### src/rtl/swrst_pkg.sv
package swrst_pkg;

  // Bit positions counted from the MSB of the data word.
  localparam int SYS_POS = 0;
  localparam int EXT_POS = 1;

  typedef struct packed {
    logic fireSys;
    logic loadPulse;
    logic abortPulse;
  } swrst_strobe_t;

endpackage

### src/rtl/swrst_ctl_decode.sv
module swrst_ctl_decode
  import swrst_pkg::*;
#(
  parameter int ADDR_W = 8,
  parameter int DATA_W = 32,
  parameter logic [ADDR_W-1:0] REG_OFFSET = 'h10
) (
  input  logic [ADDR_W-1:0] busAddr,
  input  logic              busWe,
  input  logic [DATA_W-1:0] busWdata,
  input  logic              otherRstSrc,
  input  logic              extBusy,
  output swrst_strobe_t     strb,
  output logic [DATA_W-1:0] busRdata
);

  localparam int SYS_IDX = DATA_W - 1 - SYS_POS;
  localparam int EXT_IDX = DATA_W - 1 - EXT_POS;

  logic addrHit;
  logic wrHit;
  logic sysBit;
  logic extBit;

  assign addrHit = (busAddr == REG_OFFSET);
  assign wrHit   = busWe && addrHit;
  assign sysBit  = busWdata[SYS_IDX];
  assign extBit  = busWdata[EXT_IDX];

  always_comb begin
    strb = '0;
    // Another reset source cancels everything written in this cycle.
    strb.fireSys    = wrHit && sysBit && !otherRstSrc;
    // System request wins over a same-cycle external request; a running
    // pulse is never reloaded.
    strb.loadPulse  = wrHit && extBit && !sysBit && !otherRstSrc && !extBusy;
    strb.abortPulse = otherRstSrc || strb.fireSys;
  end

  always_comb begin
    busRdata = '0;
    if (addrHit) busRdata[EXT_IDX] = extBusy;
  end

endmodule

### src/rtl/swrst_ctl_datapath.sv
module swrst_ctl_datapath
  import swrst_pkg::*;
#(
  parameter int PULSE_LEN = 2400
) (
  input  logic          clk,
  input  logic          rst_n,
  input  swrst_strobe_t strb,
  output logic          sysRstReq,
  output logic          extRstOut
);

  localparam int CNT_W = $clog2(PULSE_LEN + 1);
  localparam logic [CNT_W-1:0] LOAD_VAL = CNT_W'(PULSE_LEN);
  localparam logic [CNT_W-1:0] LAST_VAL = CNT_W'(1);

  logic [CNT_W-1:0] remCnt;
  logic             extQ;
  logic             sysQ;

  always_ff @(posedge clk or negedge rst_n) begin
    if (!rst_n) begin
      remCnt <= '0;
      extQ   <= 1'b0;
      sysQ   <= 1'b0;
    end else begin
      sysQ <= strb.fireSys;
      if (strb.abortPulse) begin
        remCnt <= '0;
        extQ   <= 1'b0;
      end else if (strb.loadPulse) begin
        remCnt <= LOAD_VAL;
        extQ   <= 1'b1;
      end else if (remCnt != '0) begin
        remCnt <= remCnt - LAST_VAL;
        if (remCnt == LAST_VAL) extQ <= 1'b0;
      end
    end
  end

  assign sysRstReq = sysQ;
  assign extRstOut = extQ;

endmodule

### src/rtl/swrst_ctl_reg.sv
module swrst_ctl_reg
  import swrst_pkg::*;
#(
  parameter int ADDR_W = 8,
  parameter int DATA_W = 32,
  parameter logic [ADDR_W-1:0] REG_OFFSET = 'h10,
  parameter int PULSE_LEN = 2400
) (
  input  logic              clk,
  input  logic              rst_n,
  input  logic [ADDR_W-1:0] busAddr,
  input  logic              busWe,
  input  logic [DATA_W-1:0] busWdata,
  output logic [DATA_W-1:0] busRdata,
  input  logic              otherRstSrc,
  output logic              sysRstReq,
  output logic              extRstOut
);

  swrst_strobe_t strb;

  swrst_ctl_decode #(
    .ADDR_W(ADDR_W), .DATA_W(DATA_W), .REG_OFFSET(REG_OFFSET)
  ) u_decode (
    .busAddr(busAddr), .busWe(busWe), .busWdata(busWdata),
    .otherRstSrc(otherRstSrc), .extBusy(extRstOut),
    .strb(strb), .busRdata(busRdata)
  );

  swrst_ctl_datapath #(
    .PULSE_LEN(PULSE_LEN)
  ) u_datapath (
    .clk(clk), .rst_n(rst_n), .strb(strb),
    .sysRstReq(sysRstReq), .extRstOut(extRstOut)
  );

endmodule

### config.mk
export PLATFORM = sky130hd
export DESIGN_NAME = swrst_ctl_reg
export DESIGN_NICKNAME = d
export VERILOG_FILES = /design/src/rtl/swrst_pkg.sv /design/src/rtl/swrst_ctl_decode.sv /design/src/rtl/swrst_ctl_datapath.sv /design/src/rtl/swrst_ctl_reg.sv
export SDC_FILE = /design/constraint.sdc
export NUM_CORES = 1
export LEC_CHECK = 0
export ABC_CLOCK_PERIOD_IN_PS = 4800
export BUFFER_PORTS_ARGS = -buffer_cell sky130_fd_sc_hd__buf_2
export CORE_ASPECT_RATIO = 1.1
export CORE_UTILIZATION = 43
export CTS_CLUSTER_SIZE = 30
export DETAILED_ROUTE_END_ITERATION = 6
export HOLD_SLACK_MARGIN = 0.12
export PLACE_DENSITY_LB_ADDON = 0.2
export SKIP_LAST_GASP = 1
export SYNTH_ARGS = -nofsm -noshare
export SYNTH_HDL_FRONTEND = slang
export SYNTH_SLANG_ARGS = --single-unit
export TNS_END_PERCENT = 100
### constraint.sdc
create_clock -name clk -period 4.8 [get_ports clk]
set_input_delay 0.72 -clock clk [delete_from_list [all_inputs] [get_ports clk]]
set_output_delay 0.72 -clock clk [all_outputs]
set_load 0.005 [all_outputs]
# Word level (Yosys, flattened, before mapping)
# Cells that the tools add are included.
# W data, S select, Z words.
# totals
ff_bits,14
in_bits,44
output_inout_bits,34
wordCells,29
# classes
add_sub_neg,1
n_eq_ne,2
muxes,8
n_reduce_logical,15
# op_table
op,n
$mux W12,3
$eq A12 B1 Y1 const B,1
$reduce_bool A12 Y1,1
$sub A12 B1 Y12 const B,1
$eq A8 B5 Y1 const B,1
$logic_and A1 B1 Y1,7
$reduce_bool A3 Y1,2
$mux W1,5
$logic_not A1 Y1,3
$reduce_and A2 Y1,1
$logic_or A1 B1 Y1,1

# Longest topological paths before layout
# Gate-level depths: netlist (run 1).
# logic_depth
word_depth,8
mapped_depth,7
depth_no_buf,6

# Hierarchy
# From an unflattened synthesis (run 1), not the netlist that was laid out.
# unflattened
hier_cells,120
area_unflattened_um2,1082.3
# modules_own_cells
module,instances,cells_each,area_each_um2,seq_area_each_um2
swrst_ctl_datapath,1,78,780.7,350.3
swrst_ctl_decode,1,42,301.5,0.0

# Worst setup path after synthesis (run 1)
# OpenSTA, ideal clock, no wires.
# synth_timing
path_kind,input to output
from,in busAddr[5]
to,out busRdata[30]
t_arrival_ns,1.208
required_time_ns,4.080
slack_ns,2.872
cell_stages,2
n_path_buf,0
cell_sequence,nor4b_1 > and3_1
# synth_via
elab_chain_cells,2
# synth_lines
item,line,source
start: declaration,swrst_ctl_reg.sv:11,"input logic [ADDR_W-1:0] busAddr,"
$eq A8 B5 Y1,swrst_ctl_decode.sv:25,assign addrHit = (busAddr == REG_OFFSET);
$mux W1,swrst_ctl_decode.sv:42,if (addrHit) busRdata[EXT_IDX] = extBusy;
end: declaration,swrst_ctl_reg.sv:14,"output logic [DATA_W-1:0] busRdata,"
# No other way between the ends.

# Worst setup path in the final report (run 1)
# Ends and elaborated chain as after synthesis.

==> impl_results.md, run 1 <==
* Outcome: completed
* Starting Density at 0.4631
* Vias per inst at 4.957
* Ratio of cells with drive above 1 in the final layout at 0.1955
* Clock sink count at 14
* Synth top cells by count: buf_4, dfrtp_1, a21oi_1, nor3_1
* Pwr dens at 476.4 mW/mm2
* Clock transition at the registers of the reported paths at 0.09 ns
* Switching Power at 211.4 uW
* Vias in the first global route at 704
* Cell Rows at 18
* WS Path Type: input pin to primary output
* Yosys warns at 0
* DRC marker count from the first detailed-route iteration at 18
* Predominant post-synthesis flop cell: dfrtp_1
* Fillers at 237
* Dpl hpwl at 1422 um
* Cts repair resizes at 0
* N_diodes at 0
* TritonRoute pass-1 iters at 4
* Req. time, crit path at 4.08 ns
* Most frequent cell after synthesis: buf_4
* CTS max path bufs at 2
* Storage cell area at 350.3 um2
* Setup TNS Final at 0 ns
* Worst Reg-to-Reg Cells at 6
* Setup Buffers After CTS at 0
* Internal power at 301.2 uW
* Layout Utilization at 0.4730
* Sequential Power Share at 0.369
* Antenna Nets Post-Route at 0
* Layout area overhead at 2.138%
* Sw Ratio at 0.4124
* Area of the multi-input gates at 564.3 um2
* GRT Total Usage at 0.1558
* Fin. Hold Viols at 0
* First-pass GRT wire length at 3015 um
* Max FO, Critical Path at 2
* Cells after synthesis at 116
* Vias at 808
* Worst vdd ir at 264.3 uV
* Synth area leader: dfrtp_1
* Hold WC Path Type: input pin to asynchronous set/reset pin
* Period utilisation layout at 0.4588
* Fin Clk Skew at 0.002029 ns
* Number of synthesized flops with an enable pin at 0
* Crit path DAT at 1.48 ns
* Clock network fraction of design power at 0.169
* Worst-Skew Late Latency at 0.28 ns
* Chip width at 49.20 um
* Fmax at 0.4540 GHz
* Fin crit period at 2.202 ns
* Synth cell types at 37
* RSZ-0062 raised after global routing: false
* Share of flip-flops with an asynchronous set or reset at 1.000
* Comb pwr share at 0.461
* # port buffers at 16
* Pleak at 0.0005402 uW
* Placer Congestion at 0.7910
* Nets at 181
* CTS root buf: clkbuf_4
* H-tree Lvls at 1
* Die Span Y at 53.92 um
* Final wirelength at 1845 um
* Mean Syn Cell Area at 9.082 um2
* Hold buffer count at CTS at 0
* Final setup vio count at 0
* Setup crit start kind: input pin
* CTS tree: done
* #FFs+latches synth at 14
* DRC viols at 0
* Area contributors post-synth: dfrtp_1, buf_4, ha_1
* Max Slew Vio Count at 0
* Crit end category: primary output
* Share of the synthesized area in the top cell type at 0.3325
* Cts bufs inserted at 3
* Avg WL per Cell at 11.32 um
* Ports at 78
* Antenna violations before repair at 0
* Max Cap Viol at 0
* Die area at 0.002652 mm2
* Sequential area share after synthesis at 0.3325
* Mapped cell area at 0.001054 mm2
* Largest net degree at the start of global routing at 15
* Gr ovfl total at 0
* Core Footprint at 0.002275 mm2
[area by class of cell]
cell class              count  area share
inverters                   2    0.006977
flip-flops and latches     14      0.3256
multi-input cells          97      0.5244
clock buffers               4     0.03372
repair buffers             16     0.07442
well taps                  30     0.03488
[stage by stage]
step / cells / worst slack [ns] / power (uW) / area (um2) / hold WS [ns]
6_report: 163 / 2.598 / 512.7 / 1076 / 0.3143
5_1_grt: 163 / 2.554 / 557.3 / 1076 / 0.3292
2_1_floorplan: 146 / 2.872 / 397.5 / 1166 / 0.4244
4_1_cts: 163 / 2.592 / 516.2 / 1076 / 0.3158
3_3_place_gp: 159 / 2.646 / 422.4 / 1040 / 0.5688
3_5_place_dp: 159 / 2.592 / 426.9 / 1040 / 0.5681
[state kept, by name, summed over array words and instances, names as in the netlist]
signal and cells:
u_datapath.extRstOut 1, u_datapath.sysRstReq 1, u_datapath.remCnt 12
[logic make-up after synthesis]
group / count (synthesis) / share of synthesized area
fa+ha+maj: 3 / 0.03563
buf+inv: 35 / 0.2387
simple gates: 38 / 0.2304
xor+xnor: 4 / 0.03326
flops: 14 / 0.3325
other cells: 1 / 0.003560
compound gates: 21 / 0.1259
[metal layers]
metal | track usage | wire length (um) | vias up
li1 | - | - | 389
met1 | 0.1672 | 817 | 385
met2 | 0.2808 | 911 | 28
met3 | 0.03390 | 83 | 6
met4 | 0.1029 | 33 | 0
met5 | 0 | 0 | -
[path summary, 6_finish.rpt]
check | startpoint | endpoint | slack, ns
max | busAddr[5] | busRdata[30] | 2.60
min | rst_n | u_datapath.sysRstReq | 0.31
max reg2reg | u_datapath.remCnt[0] | u_datapath.remCnt[0] | 2.92
min reg2reg | u_datapath.remCnt[9] | u_datapath.remCnt[9] | 0.58
max in group asynchronous | rst_n | u_datapath.remCnt[7] | 4.25
min in group clk | u_datapath.remCnt[9] | u_datapath.remCnt[9] | 0.58
[power groups by stage]
stage	registers [uW]	logic, uW	clock network (uW)
2_1_floorplan	177	221	0
5_1_grt	193	270	94.4
3_3_place_gp	188	234	0
6_report	189	237	86.7
3_5_place_dp	190	237	0
4_1_cts	188	239	89.8
[worst max-delay path, stage by stage]
cell	delay (ns)
buf_2	0.10
nor4b_1	0.36
and3_1	0.20
buf_2	0.10
[layout by cell type (no fill, tap or decap), types with 2 or more instances in the layout]
cell and instances:
nand4_1 2, clkbuf_4 3, o21ai_0 3, a21oi_1 6, a31o_2 2, or3_1 2
inv_1 2, conb_1 31, nand2_1 4, o31a_1 2, nor4_1 3, nor3_1 6
or4_4 2, ha_1 3, buf_2 16, nand2b_1 3, xor2_1 2, xnor2_1 2
nor4b_1 2, dfrtp_1 14, o21ai_1 3, nor2_1 4
Note: power is estimated with default switching activity, not from simulation.
==> run 2, diff against run 1 <==
--- a/config.mk
+++ b/config.mk
@@ -5,10 +5,10 @@
 export SDC_FILE = /design/constraint.sdc
 export NUM_CORES = 1
 export LEC_CHECK = 0
-export ABC_CLOCK_PERIOD_IN_PS = 4800
+export ABC_CLOCK_PERIOD_IN_PS = 2300
 export BUFFER_PORTS_ARGS = -buffer_cell sky130_fd_sc_hd__buf_2
 export CORE_ASPECT_RATIO = 1.1
-export CORE_UTILIZATION = 43
+export CORE_UTILIZATION = 40
 export CTS_CLUSTER_SIZE = 30
 export DETAILED_ROUTE_END_ITERATION = 6
 export HOLD_SLACK_MARGIN = 0.12
==> constraint.sdc (replaced) <==
create_clock -name clk -period 2.3 [get_ports clk]
set_input_delay 0.345 -clock clk [delete_from_list [all_inputs] [get_ports clk]]
set_output_delay 0.345 -clock clk [all_outputs]
set_load 0.005 [all_outputs]
==> run 2 against run 1 <==
Net effect: routed wire length is 4.3% higher; sequential power is 110% higher; combinational power grew 110%; largest power group unchanged; highest routed layer is now met3.
==> impl_results.md, run 2 (synthesis gave the netlist of run 1 again) <==
* Outcome: completed
* Chip width at 50.93 um (+3.5%)
* CTS tree: done
* DRC viols at 0 (unchanged)
* Largest net degree at the start of global routing at 15 (unchanged)
* Worst r2r dst: u_datapath.remCnt[0]
* R2R Setup Slk at 0.40 ns (-2.52 ns)
* Dpl hpwl at 1449 um (+1.9%)
* H-tree Lvls at 1 (unchanged)
* Commonest non-fill, non-tap cell in the layout: conb_1
* Clock sink count at 14 (unchanged)
* # port buffers at 16 (unchanged)
* Worst Hold Launch: busWe
* Fin Clk Skew at 0.01027 ns (+0.008242 ns)
* CP peak stage delay at 0.47 ns (+0.11 ns)
* Placer Congestion at 0.7916 (about the same)
* Ports at 78 (unchanged)
* Largest register by flop count: u_datapath.remCnt
* CTS root buf: clkbuf_4
* Layout area overhead at 3.206%
* Hold WC Path Type: input pin to flop
* Crit end category: flop
* Vias in the first global route at 733 (+4.1%)
* Period utilisation layout at 0.8250
* Final setup vio count at 0 (unchanged)
* Worst Reg-to-Reg Cells at 6 (unchanged)
* Max FO, Critical Path at 9 (+7)
* RSZ-0062 raised after global routing: false
* Final wirelength at 1925 um (+4.3%)
* DRC marker count from the first detailed-route iteration at 11 (-7)
* Worst vdd ir at 671.2 uV (+150%)
* Vias per inst at 4.776 (-3.7%)
* GRT Total Usage at 0.1478 (-0.007952)
* Setup Buffers After CTS at 0 (unchanged)
* Die Span Y at 55.83 um (+3.5%)
* Setup TNS Final at 0 ns (unchanged)
* Avg WL per Cell at 11.67 um (+3.1%)
* TritonRoute pass-1 iters at 4 (unchanged)
* Fmax at 0.5270 GHz
* Placed Cells at 160 (+0.63%)
* Antenna Nets Post-Route at 0 (unchanged)
* Fin crit period at 1.898 ns
* Core Footprint at 0.002496 mm2 (+9.7%)
* Vias at 788 (-2.5%)
* Reg-to-reg startpoint: u_datapath.remCnt[0]
* Total power at 1081 uW (+110%)
* Final Non-Filler Cells at 165 (+1.2%)
* Critical Path Sink: u_datapath.remCnt[0]
* Max Slew Vio Count at 0 (unchanged)
* Req. time, crit path at 2.46 ns (-1.62 ns)
* Slowest library cell on the worst path: dfrtp_1
* Antenna violations before repair at 0 (unchanged)
* Crit path DAT at 2.06 ns (+0.58 ns)
* Hold WS at 0.3707 ns (+0.05647 ns)
* Max Cap Viol at 0 (unchanged)
* N_diodes at 0 (unchanged)
* Die area at 0.002843 mm2 (+7.2%)
* Hold buffer count at CTS at 1 (+1)
* Cts bufs inserted at 3 (unchanged)
* Most frequent cells in the layout: conb_1, buf_2, dfrtp_1
* WS Path Type: flop to flop
* Max reg flops at 12 (unchanged)
* Pwr dens at 994.7 mW/mm2 (+110%)
* Worst-Skew Late Latency at 0.28 ns (about the same)
* Worst-path cell chain: inv_1 -> ha_1 -> nor3b_1 -> nand4_1 -> xnor2_1 -> nor2_1
* First-pass GRT wire length at 3243 um (+7.6%)
* Starting Density at 0.4221 (-0.04109)
* Clock transition at the registers of the reported paths at 0.10 ns (about the same)
* Nets at 182 (+0.55%)
* Cell Rows at 19 (+1)
* Setup crit start kind: flop
* CTS max path bufs at 2 (unchanged)
* Gr ovfl total at 0 (unchanged)
* Critical Path Start: u_datapath.remCnt[0]
* Fin. Hold Viols at 0 (unchanged)
* Ratio of cells with drive above 1 in the final layout at 0.1940 (-0.001459)
* Pleak at 0.0005443 uW (+0.77%)
* Cts repair resizes at 0 (unchanged)
-- run 2: how the worst min path moves through the flow --
stage | endpoint | slack (ns) | cells past startpoint
after detailed placement | u_datapath.sysRstReq | 0.27 | 1
after floorplan | u_datapath.extRstOut | 0.05 | 0
final | u_datapath.sysRstReq | 0.37 | 2
after global placement | u_datapath.sysRstReq | 0.26 | 1
after CTS | u_datapath.sysRstReq | 0.37 | 2
after global routing | u_datapath.sysRstReq | 0.37 | 2
-- run 2: final cells by class --
type / instances / area, um2
Tap cell: 31 / 38.79
Inverter: 2 / 7.507
Sequential cell: 14 / 350.3
Multi-Input combinational cell: 97 / 564.3
Clock buffer: 4 / 36.28
Timing Repair Buffer: 17 / 90.09
Fill cell: 254 / 1409
-- run 2: power breakdown --
| part | switching, uW | internal, uW | total [uW] | leakage (uW) |
|---|---|---|---|---|
| clock network | 85.1 | 96.2 | 181 | 0.0000210 |
| logic | 281 | 225 | 506 | 0.000336 |
| registers | 85.6 | 308 | 394 | 0.000188 |
| total | 451 | 630 | 1080 | 0.000544 |
-- run 2: critical path: cells and delay by family (launching register included) --
family	cells	cell delay (ns)
adders and majority gates	1	0.19
DFF	1	0.47
xor gates and xnor gates	1	0.28
buffers and inverters	1	0.12
and+or+nand+nor	3	0.73
-- run 2: metrics by stage --
| stage | setup slack [ns] | util | cell area [um2] |
|---|---|---|---|
| 6_report | 0.4024 | 0.4356 | 1087 |
| 5_1_grt | 0.2081 | 0.4356 | 1087 |
| 4_1_cts | 0.3920 | 0.4356 | 1087 |
| 3_5_place_dp | 0.4136 | 0.4170 | 1041 |
| 3_3_place_gp | 0.4697 | 0.4170 | 1041 |
| 2_1_floorplan | 0.5808 | - | 1166 |
-- run 2: routing by layer --
layer  share of wire  track usage
met5               0            0
met4               0      0.01190
met3           0.038      0.04918
met2            0.52       0.2500
met1            0.44       0.1876
